[config.mk]
export PLATFORM = sky130hd
export DESIGN_NAME = adt_gate_seq
export DESIGN_NICKNAME = d
export VERILOG_FILES = /design/src/rtl/adt_seq_pkg.sv /design/src/rtl/adt_period.sv /design/src/rtl/adt_watchdog.sv /design/src/rtl/adt_seq_fsm.sv /design/src/rtl/adt_gate_drive.sv /design/src/rtl/adt_gate_seq.sv
export SDC_FILE = /design/constraint.sdc
export NUM_CORES = 1
export LEC_CHECK = 0
export ABC_AREA = 1
export CAP_MARGIN = 10
export CORE_MARGIN = 5
export CORE_UTILIZATION = 44
export CTS_CLUSTER_DIAMETER = 120
export CTS_CLUSTER_SIZE = 10
export DETAILED_ROUTE_END_ITERATION = 10
export PLACE_DENSITY = 0.71
export SYNTH_ARGS = -nofsm -noshare
export SYNTH_HDL_FRONTEND = slang
export SYNTH_SLANG_ARGS = --single-unit
[constraint.sdc]
create_clock -name clk -period 1.3 [get_ports clk]
set_clock_uncertainty 0.1 [all_clocks]
set_input_delay 0.39 -clock clk [delete_from_list [all_inputs] [get_ports clk]]
set_output_delay 0.39 -clock clk [all_outputs]
set_load 0.01 [all_outputs]
[src/rtl/adt_seq_pkg.sv]
package adt_seq_pkg;

    // Sequencer phases; the two ARM states keep both gates off while
    // waiting for the opposite switch to be sensed off.
    typedef enum logic [1:0] {
        ST_ARM_HI = 2'd0,
        ST_HI     = 2'd1,
        ST_ARM_LO = 2'd2,
        ST_LO     = 2'd3
    } seq_state_e;

endpackage

[src/rtl/adt_period.sv]
module adt_period #(
    parameter int PERIOD_CYC   = 20,
    parameter int MAX_DUTY_PCT = 80
) (
    input  logic clk,
    input  logic rst_n,
    output logic win_now,
    output logic win_next
);
    localparam int CW     = (PERIOD_CYC > 1) ? $clog2(PERIOD_CYC) : 1;
    localparam int MAX_ON = (PERIOD_CYC * MAX_DUTY_PCT) / 100;
    localparam logic [CW-1:0] LAST_C   = CW'(PERIOD_CYC - 1);
    localparam logic [CW-1:0] MAX_ON_C = CW'(MAX_ON);

    logic [CW-1:0] cnt_d, cnt_q;

    always_comb begin
        cnt_d = (cnt_q == LAST_C) ? '0 : cnt_q + CW'(1);
    end

    always_ff @(posedge clk) begin
        if (!rst_n) cnt_q <= '0;
        else        cnt_q <= cnt_d;
    end

    assign win_now  = (cnt_q < MAX_ON_C);
    assign win_next = (cnt_d < MAX_ON_C);

endmodule

[src/rtl/adt_watchdog.sv]
module adt_watchdog #(
    parameter int WD_CYC = 6
) (
    input  logic clk,
    input  logic rst_n,
    input  logic arm,
    output logic expired
);
    localparam int WW = $clog2(WD_CYC + 1);
    localparam logic [WW-1:0] LIM_C = WW'(WD_CYC - 1);

    logic [WW-1:0] cnt_d, cnt_q;

    always_comb begin
        cnt_d = arm ? cnt_q + WW'(1) : '0;
    end

    always_ff @(posedge clk) begin
        if (!rst_n) cnt_q <= '0;
        else        cnt_q <= cnt_d;
    end

    assign expired = arm && (cnt_q == LIM_C);

    // The sequencer must leave the wait state when the count expires.
    AST_WD_BOUND: assert property (@(posedge clk) disable iff (!rst_n)
        arm |-> (cnt_q <= LIM_C));

endmodule

[src/rtl/adt_seq_fsm.sv]
module adt_seq_fsm
    import adt_seq_pkg::*;
(
    input  logic       clk,
    input  logic       rst_n,
    input  logic       pwm_req,
    input  logic       phase_low,
    input  logic       lgate_low,
    input  logic       win_next,
    input  logic       wd_expired,
    input  logic       prot_any,
    output seq_state_e state
);
    seq_state_e state_d, state_q;

    always_comb begin
        state_d = state_q;
        if (prot_any) begin
            state_d = ST_ARM_HI;
        end else begin
            unique case (state_q)
                ST_ARM_HI: begin
                    if (!pwm_req)                    state_d = ST_ARM_LO;
                    else if (win_next && lgate_low)  state_d = ST_HI;
                end
                ST_HI: begin
                    if (!pwm_req || !win_next)       state_d = ST_ARM_LO;
                end
                ST_ARM_LO: begin
                    if (phase_low || wd_expired)     state_d = ST_LO;
                end
                ST_LO: begin
                    if (pwm_req && win_next)         state_d = ST_ARM_HI;
                end
                default: state_d = ST_ARM_HI;
            endcase
        end
    end

    always_ff @(posedge clk) begin
        if (!rst_n) state_q <= ST_ARM_HI;
        else        state_q <= state_d;
    end

    assign state = state_q;

    AST_LO_WAITS_PHASE: assert property (@(posedge clk) disable iff (!rst_n)
        (state_q == ST_ARM_LO && !phase_low && !wd_expired && !prot_any)
        |=> (state_q != ST_LO));

    AST_HI_WAITS_LGATE: assert property (@(posedge clk) disable iff (!rst_n)
        (state_q == ST_ARM_HI && !lgate_low) |=> (state_q != ST_HI));

    AST_PROT_REARM: assert property (@(posedge clk) disable iff (!rst_n)
        prot_any |=> (state_q == ST_ARM_HI));

endmodule

[src/rtl/adt_gate_drive.sv]
module adt_gate_drive
    import adt_seq_pkg::*;
(
    input  seq_state_e state,
    input  logic       ls_allow,
    input  logic       prot_off,
    input  logic       prot_ls_on,
    output logic       hs_on,
    output logic       ls_on
);
    always_comb begin
        hs_on = (state == ST_HI) && !prot_off && !prot_ls_on;
        ls_on = !prot_off && (prot_ls_on || ((state == ST_LO) && ls_allow));
    end

endmodule

[src/rtl/adt_gate_seq.sv]
module adt_gate_seq
    import adt_seq_pkg::*;
#(
    parameter int PERIOD_CYC   = 20,
    parameter int MAX_DUTY_PCT = 80,
    parameter int WD_CYC       = 6
) (
    input  logic clk,
    input  logic rst_n,
    input  logic pwm_req,
    input  logic phase_low,
    input  logic lgate_low,
    input  logic ls_allow,
    input  logic prot_off,
    input  logic prot_ls_on,
    output logic hs_on,
    output logic ls_on
);
    logic       win_now, win_next, wd_expired, prot_any;
    seq_state_e state;

    assign prot_any = prot_off || prot_ls_on;

    adt_period #(
        .PERIOD_CYC  (PERIOD_CYC),
        .MAX_DUTY_PCT(MAX_DUTY_PCT)
    ) u_period (
        .clk     (clk),
        .rst_n   (rst_n),
        .win_now (win_now),
        .win_next(win_next)
    );

    adt_watchdog #(
        .WD_CYC(WD_CYC)
    ) u_wd (
        .clk    (clk),
        .rst_n  (rst_n),
        .arm    (state == ST_ARM_LO),
        .expired(wd_expired)
    );

    adt_seq_fsm u_fsm (
        .clk       (clk),
        .rst_n     (rst_n),
        .pwm_req   (pwm_req),
        .phase_low (phase_low),
        .lgate_low (lgate_low),
        .win_next  (win_next),
        .wd_expired(wd_expired),
        .prot_any  (prot_any),
        .state     (state)
    );

    adt_gate_drive u_drive (
        .state     (state),
        .ls_allow  (ls_allow),
        .prot_off  (prot_off),
        .prot_ls_on(prot_ls_on),
        .hs_on     (hs_on),
        .ls_on     (ls_on)
    );

    AST_GATES_EXCL: assert property (@(posedge clk) disable iff (!rst_n)
        !(hs_on && ls_on));

    AST_DUTY_WINDOW: assert property (@(posedge clk) disable iff (!rst_n)
        hs_on |-> win_now);

endmodule

==> reports/metrics.cfg, run 1 <==
[timing]
setup_violations = 4
fin_crit_sh_pct = 125
max_freq_mhz = 613
drv_slew = 0
worst_pin_slew_ps = 367
fin_setup_tns_ps = -960
rsz0062_at_grt = true
hold_viol = 0
period_minus_slack_ps = 1630
slew_headroom_pct = 75.4
setup_slack_ps = -330

[global_routing]
grt_max_degree = 7
grt_pass1_vias = 600
grt.total_usage_pct = 17.5
globalRouteOverflowTotal = 0
grt_first_pass_wirelength_mm = 2.59
antenna_found_initial = 0

[final_layout]
drive_gt1_share_pct = 49.5
areaGrowthSynthToFinish_pct = 66.9
final_net_count = 124
antenna_cells = 0
final_cell_mix = buf_4, nor2_1, inv_1, nand2_1, dfxtp_1
layout_commonest_cell = buf_4

[floorplan]
fp.coreArea_um2 = 1280
die_w_um = 46.5
start_util_pct = 45.6
rows = 13
io_pins = 10
die_y_um = 46.5
die_area_um2 = 2160

[cts]
clock-sinks = 10
clock_path_buffers = 2
cts_tree = built
htree_levels = 1
clk-insertion-delay-late_ps = 270
clk_pin_slew_ps = 80
root_buffer = clkbuf_4
cts-buffers-inserted = 3

[critical_path]
crit_family = flip-flops
path_buf_inv = 1
end_kind = output port
cp_num_cells = 4
reg2reg_from = u_period.cnt_q[0]
crit_chain = ha_4 > a21oi_2 > nor2_1 > buf_2
path_class = reg -> out
cp_max_fo = 3
critical-path-max-stage-delay_ps = 380
reg2reg_depth = 10
worst_ep_arrival_time_ps = 1140
start_kind = register
cp.required_ps = 810
critical-path-slowest-cell = dfxtp_4
critPathLaunch = u_fsm.state[0]

[route]
avgViaCountPerCell = 4.76
dr.pass1.iters = 2
drtAntennaViolNets = 0
avgRoutedWirePerCell_um = 12.8
post-route-drc-count = 0
via_count = 581
drt-total-wl_mm = 1.57
drt_iter0_markers = 5

[place]
routabilityCongestion = 0.751
dp_slack_ps = -773
portBuffers = 9
hpwl_um = 968

[logic_synthesis]
syn_area_um2 = 586
syn_avg_cell_area_um2 = 7.51
yosysSeqAreaShare_pct = 34.2
yosys_warnings = 0
synth.net_count = 94
ys_types = 17
synthCells = 78
synth.area.top_cells = dfxtp_1, ha_1, inv_1, nand2_1, nor2_1
netlist.area_leader.share_pct = 34.2
synth_seq_cells = 10
yosys.area.top_type = dfxtp_1

[power_and_ir_drop]
powerDensity_nw_per_um2 = 793
power_leakage_nw = 0.424
vdd_drop_max_v = 0.000802

[hold_path]
worstHoldStart = u_period.cnt_q[3]
hold_class = reg -> reg
hold_depth = 2

[flow_run]
max_cap_violations = 0

[run_status]
violations = negative setup slack
status = finished with violations

[state kept, by name (all words and copies together) (netlist names)]
signal	cells
u_fsm.state	2
u_period.cnt_q	5
u_wd.cnt_q	3
[repair_timing]
item,in CTS,in global routing
pin swaps,5,11
hold buffers,0,0
gates resized for setup,32,15
buffers inserted,3,1
setup endpoints to repair,4,11
[final cells by class]
cell class | count | area [um2]
Multi-Input combinational cell | 53 | 443
Fill cell | 103 | 308
Sequential cell | 10 | 210
Timing Repair Buffer | 25 | 200
Inverter | 15 | 68.8
Clock buffer | 4 | 36.3
Tap cell | 15 | 18.8
[metrics by stage]
step | cells | total power, mW | instance area [um2] | hold WS (ps) | util (%)
floorplan | 78 | 0.396 | 606 | 320 | -
global placement | 116 | 0.453 | 820 | 393 | 63.8
detailed placement | 116 | 0.458 | 820 | 406 | 63.8
CTS | 123 | 0.766 | 942 | 415 | 73.3
global route | 122 | 0.816 | 977 | 449 | 76.0
finish | 122 | 0.775 | 977 | 416 | 76.0
[cell families (layout without fill, tap and decap cells)]
| family | count (synthesis) | in the layout | synth area share (%) |
|---|---|---|---|
| adder cells (fa/ha/maj) | 8 | 8 | 17.1 |
| XOR/XNOR | 1 | 1 | 1.50 |
| AND/OR/NAND/NOR | 35 | 35 | 27.6 |
| buffers and inverters | 15 | 44 | 9.61 |
| AO/OA/AOI/OAI | 9 | 9 | 10.0 |
| flip-flops | 10 | 10 | 34.2 |
[worst register-to-register path, cell delays in order (launching register included)]
cell	delay (ps)
dfxtp_2	350
ha_4	160
inv_4	40
nor2_4	80
nand2_2	80
nand3_4	90
nand2_4	60
a21oi_4	220
nand3_2	100
nand2_1	60
nor2_1	40
[report_power, final]
part	total, mW	switching [mW]	internal [mW]
combinational	0.153	0.0747	0.0787
clock	0.293	0.123	0.170
sequential	0.329	0.0131	0.316
[cells in the mapped netlist]
master / number
a211oi_1: 1
a21oi_1: 5
a21oi_4: 1
dfxtp_1: 10
ha_1: 8
inv_1: 15
nand2_1: 11
nand2_2: 3
nand3_1: 5
nand3_2: 1
nand4_1: 1
nor2_1: 10
nor2_2: 1
nor3_1: 2
o21ai_0: 2
or2_2: 1
xnor2_1: 1
[final timing paths]
kind                        to  slack, ps
max                      ls_on       -330
min          u_period.cnt_q[3]        420
max reg2reg     u_fsm.state[0]       -180
min reg2reg  u_period.cnt_q[3]        420
[routing by layer]
metal | vias to the layer above | part of all wire (%) | GRT usage [%] | routed length, um
li1 | 303 | - | - | -
met2 | 9 | 57 | 32.1 | 896
met3 | 4 | 2.4 | 3.52 | 37
met4 | 0 | 2.9 | 8.52 | 45
met5 | - | 0 | 0 | 0
met1 | 265 | 37 | 18.4 | 587
(Power assumes the default switching activity.)
==> inputs of run 2 (changes only) <==
--- a/config.mk
+++ b/config.mk
@@ -8,11 +8,13 @@
 export ABC_AREA = 1
 export CAP_MARGIN = 10
 export CORE_MARGIN = 5
-export CORE_UTILIZATION = 44
+export CORE_UTILIZATION = 46
 export CTS_CLUSTER_DIAMETER = 120
 export CTS_CLUSTER_SIZE = 10
 export DETAILED_ROUTE_END_ITERATION = 10
-export PLACE_DENSITY = 0.71
+export PLACE_DENSITY = 0.72
+export REMOVE_ABC_BUFFERS = 1
 export SYNTH_ARGS = -nofsm -noshare
 export SYNTH_HDL_FRONTEND = slang
+export SYNTH_HIERARCHICAL = 1
 export SYNTH_SLANG_ARGS = --single-unit
==> reports/metrics.cfg, run 2 <==
[cts]
clk_pin_slew_ps = 60  ; -20 ps
htree_levels = 1  ; unchanged
cts-buffers-inserted = 3  ; unchanged
cts_tree = built
clk-insertion-delay-late_ps = 260  ; about the same
clock_path_buffers = 2  ; unchanged
cts_hold_buf = 0  ; unchanged
root_buffer = clkbuf_4
clock-sinks = 10  ; unchanged

[critical_path]
start_kind = register
path_buf_inv = 2  ; +1
cp_max_fo = 5  ; +2
end_kind = register
critPathLaunch = u_fsm/state[1]
critical-path-max-stage-delay_ps = 350  ; -30 ps
path_class = reg -> reg
crit_chain = buf_6 > inv_1 > nor2_2 > and3_4 > nor2_2 > nand2_1 > nand2_2 > nor2_4 > nand2_1 > nand2_1 > nor2_1
worst_ep_arrival_time_ps = 1530  ; +390 ps
crit_path_frequent_cell = nand2_1
reg2reg_from = u_fsm/state[1]
crit_family = simple AND/OR/NAND/NOR gates
critical-path-slowest-cell = dfxtp_2
cp.required_ps = 1350  ; +540 ps

[logic_synthesis]
yosys_warnings = 6  ; +6
yosys.area.top_type = dfxtp_1
synth_common_cells = nand2_1, inv_1, nor2_1
synthCells = 94  ; +21%
ys_types = 18  ; +1
syn_avg_cell_area_um2 = 6.97  ; -7.1%
synth_seq_cells = 10  ; unchanged
yosysSeqAreaShare_pct = 30.5  ; -3.7 points
syn_area_um2 = 656  ; +12%
netlist.area_leader.share_pct = 30.5  ; -3.7 points
synth_edf_count = 0  ; unchanged
async_flop_share_pct = 0  ; unchanged
synth.area.top_cells = dfxtp_1, ha_1, nand2_1, inv_1, nor2_1
yosysMostFrequentCell = nand2_1
synth_ff_type = dfxtp_1

[place]
hpwl_mm = 1.04  ; +7.3%
place_inst = 130  ; +12%
routabilityCongestion = 0.718  ; -4.4%
portBuffers = 9  ; unchanged
dp_slack_ps = -868  ; -95.4 ps

[route]
drt-met1-wl_um = 567  ; -3.4%
dr.pass1.iters = 1  ; -1
met2_length_um = 728  ; -19%
post-route-drc-count = 0  ; unchanged
drt_iter0_markers = 0  ; -5
top_layer = met4
via_count = 632  ; +8.8%
drtAntennaViolNets = 0  ; unchanged
drt-total-wl_mm = 1.36  ; -13%
met3_length_um = 42  ; +14%
avgViaCountPerCell = 4.51  ; -5.2%
avgRoutedWirePerCell_um = 9.71  ; -24%

[power_and_ir_drop]
vdd_drop_max_v = 0.000838  ; +4.4%
power_leakage_nw = 0.506  ; +19%
powerDensity_nw_per_um2 = 743  ; -6.3%

[run_status]
violations = negative setup slack
status = finished with violations

[final_layout]
largest_reg_flops = 5  ; unchanged
layout.cells.non_filler = 140  ; +15%
seq_area_um2 = 205  ; -2.4%
antenna_cells = 0  ; unchanged
multiInputGateArea_um2 = 439  ; -0.85%
final_net_count = 142  ; +15%
layout_commonest_cell = nand2_1
drive_gt1_share_pct = 42.4  ; -7.1 points
areaGrowthSynthToFinish_pct = 51.3
final_cell_mix = nand2_1, inv_1, buf_4, nor2_1
fill_cells = 96  ; -6.8%
top_register = u_period/cnt_q

[floorplan]
start_util_pct = 49.8  ; +4.2 points
io_pins = 10  ; unchanged
rows = 13  ; unchanged
die_y_um = 47.8  ; +2.7%
fp.coreArea_um2 = 1320  ; +2.5%
die_area_um2 = 2280  ; +5.5%
die_w_um = 47.8  ; +2.7%

[timing]
max_freq_mhz = 679  ; +11%
worst_pin_slew_ps = 179  ; -187 ps
hold_viol = 0  ; unchanged
drv_slew = 0  ; unchanged
setup_violations = 5  ; +1
rsz0062_at_grt = true
fin_crit_sh_pct = 113  ; -12 points
period_minus_slack_ps = 1470  ; -158 ps
slew_headroom_pct = 88.0  ; +13 points
setup_slack_ps = -172  ; +158 ps

[hold_path]
worstHoldStart = prot_ls_on
hold_class = in -> reg

[global_routing]
globalRouteOverflowTotal = 0  ; unchanged
grt_pass1_vias = 614  ; +2.3%
antenna_found_initial = 0  ; unchanged
grt.total_usage_pct = 14.8  ; -2.7 points
grt_max_degree = 7  ; unchanged
grt_first_pass_wirelength_mm = 2.39  ; -7.7%

[flow_run]
max_cap_violations = 0  ; unchanged

run 2: cell types whose count changed after synthesis, sizes merged, moves of 2 or more:
| cell | previous run | this run |
|---|---|---|
| nand4 | 1 | 3 |
| nor2 | 11 | 18 |
| inv | 15 | 18 |
| a21oi | 6 | 1 |
| nand2 | 14 | 26 |
run 2: worst paths after layout:
check	end	slack (ps)	cells past startpoint
worst max register to register	u_fsm/state[1]	-170	11
worst max-delay path	u_fsm/state[1]	-170	11
worst min-delay path	u_fsm/state[0]	400	6
worst min register to register	u_wd/cnt_q[0]	430	2
run 2: power breakdown:
part	total, mW	switching, mW	internal, mW
sequential	0.331	0.0114	0.319
combinational	0.139	0.0650	0.0742
clock	0.268	0.0980	0.170
total	0.738	0.174	0.563
run 2: layout make-up:
cell class,count,share of cell area [%]
multi-input combinational,66,44.3
tap,15,1.89
clock buffer,4,3.66
timing repair buffer,27,22.7
inverter,18,6.81
sequential,10,20.7
run 2: what timing repair did:
action | 4_1_cts | 5_1_grt
buffers inserted | 5 | 3
setup endpoints to repair | 4 | 5
pin swaps | 6 | 9
resized for setup | 31 | 5
run 2: cell families after synthesis:
logic type / after synthesis / share of synthesized area (%)
AOI/OAI and AO/OA: 3 / 3.24
DFF: 10 / 30.5
buffers and inverters: 18 / 10.3
and+or+nand+nor: 54 / 39.3
xor gates and xnor gates: 1 / 1.34
adders and majority gates: 8 / 15.3
run 2: through the flow:
stage / TNS, ps / util (%) / hold WS, ps / power, mW / instance area (um2)
2_1_floorplan: -377 / - / 321 / 0.397 / 656
3_3_place_gp: -2690 / 64.9 / 396 / 0.456 / 855
3_5_place_dp: -2770 / 64.9 / 413 / 0.459 / 855
4_1_cts: -619 / 74.3 / 433 / 0.741 / 978
5_1_grt: -1030 / 75.3 / 454 / 0.785 / 992
6_report: -623 / 75.3 / 396 / 0.738 / 992
run 2: metal layers:
metal	up-vias	global-route usage (%)
met3	4	1.13
met2	6	26.6
li1	347	-
met1	275	16.9
met5	-	0
met4	0	8.06
run 2: worst register-to-register path, delay by kind of cell (launching register included):
kind                   cells  cell delay (ps)
and+or+nand+nor            9              770
DFF                        1              350
buffers and inverters      2              150
==> inputs of run 3 (changes only) <==
--- a/config.mk
+++ b/config.mk
@@ -6,7 +6,6 @@
 export NUM_CORES = 1
 export LEC_CHECK = 0
 export ABC_AREA = 1
-export CAP_MARGIN = 10
 export CORE_MARGIN = 5
 export CORE_UTILIZATION = 46
 export CTS_CLUSTER_DIAMETER = 120
==> results of run 3 <==
Final layout, timing and power as in run 2 (identical DEF).
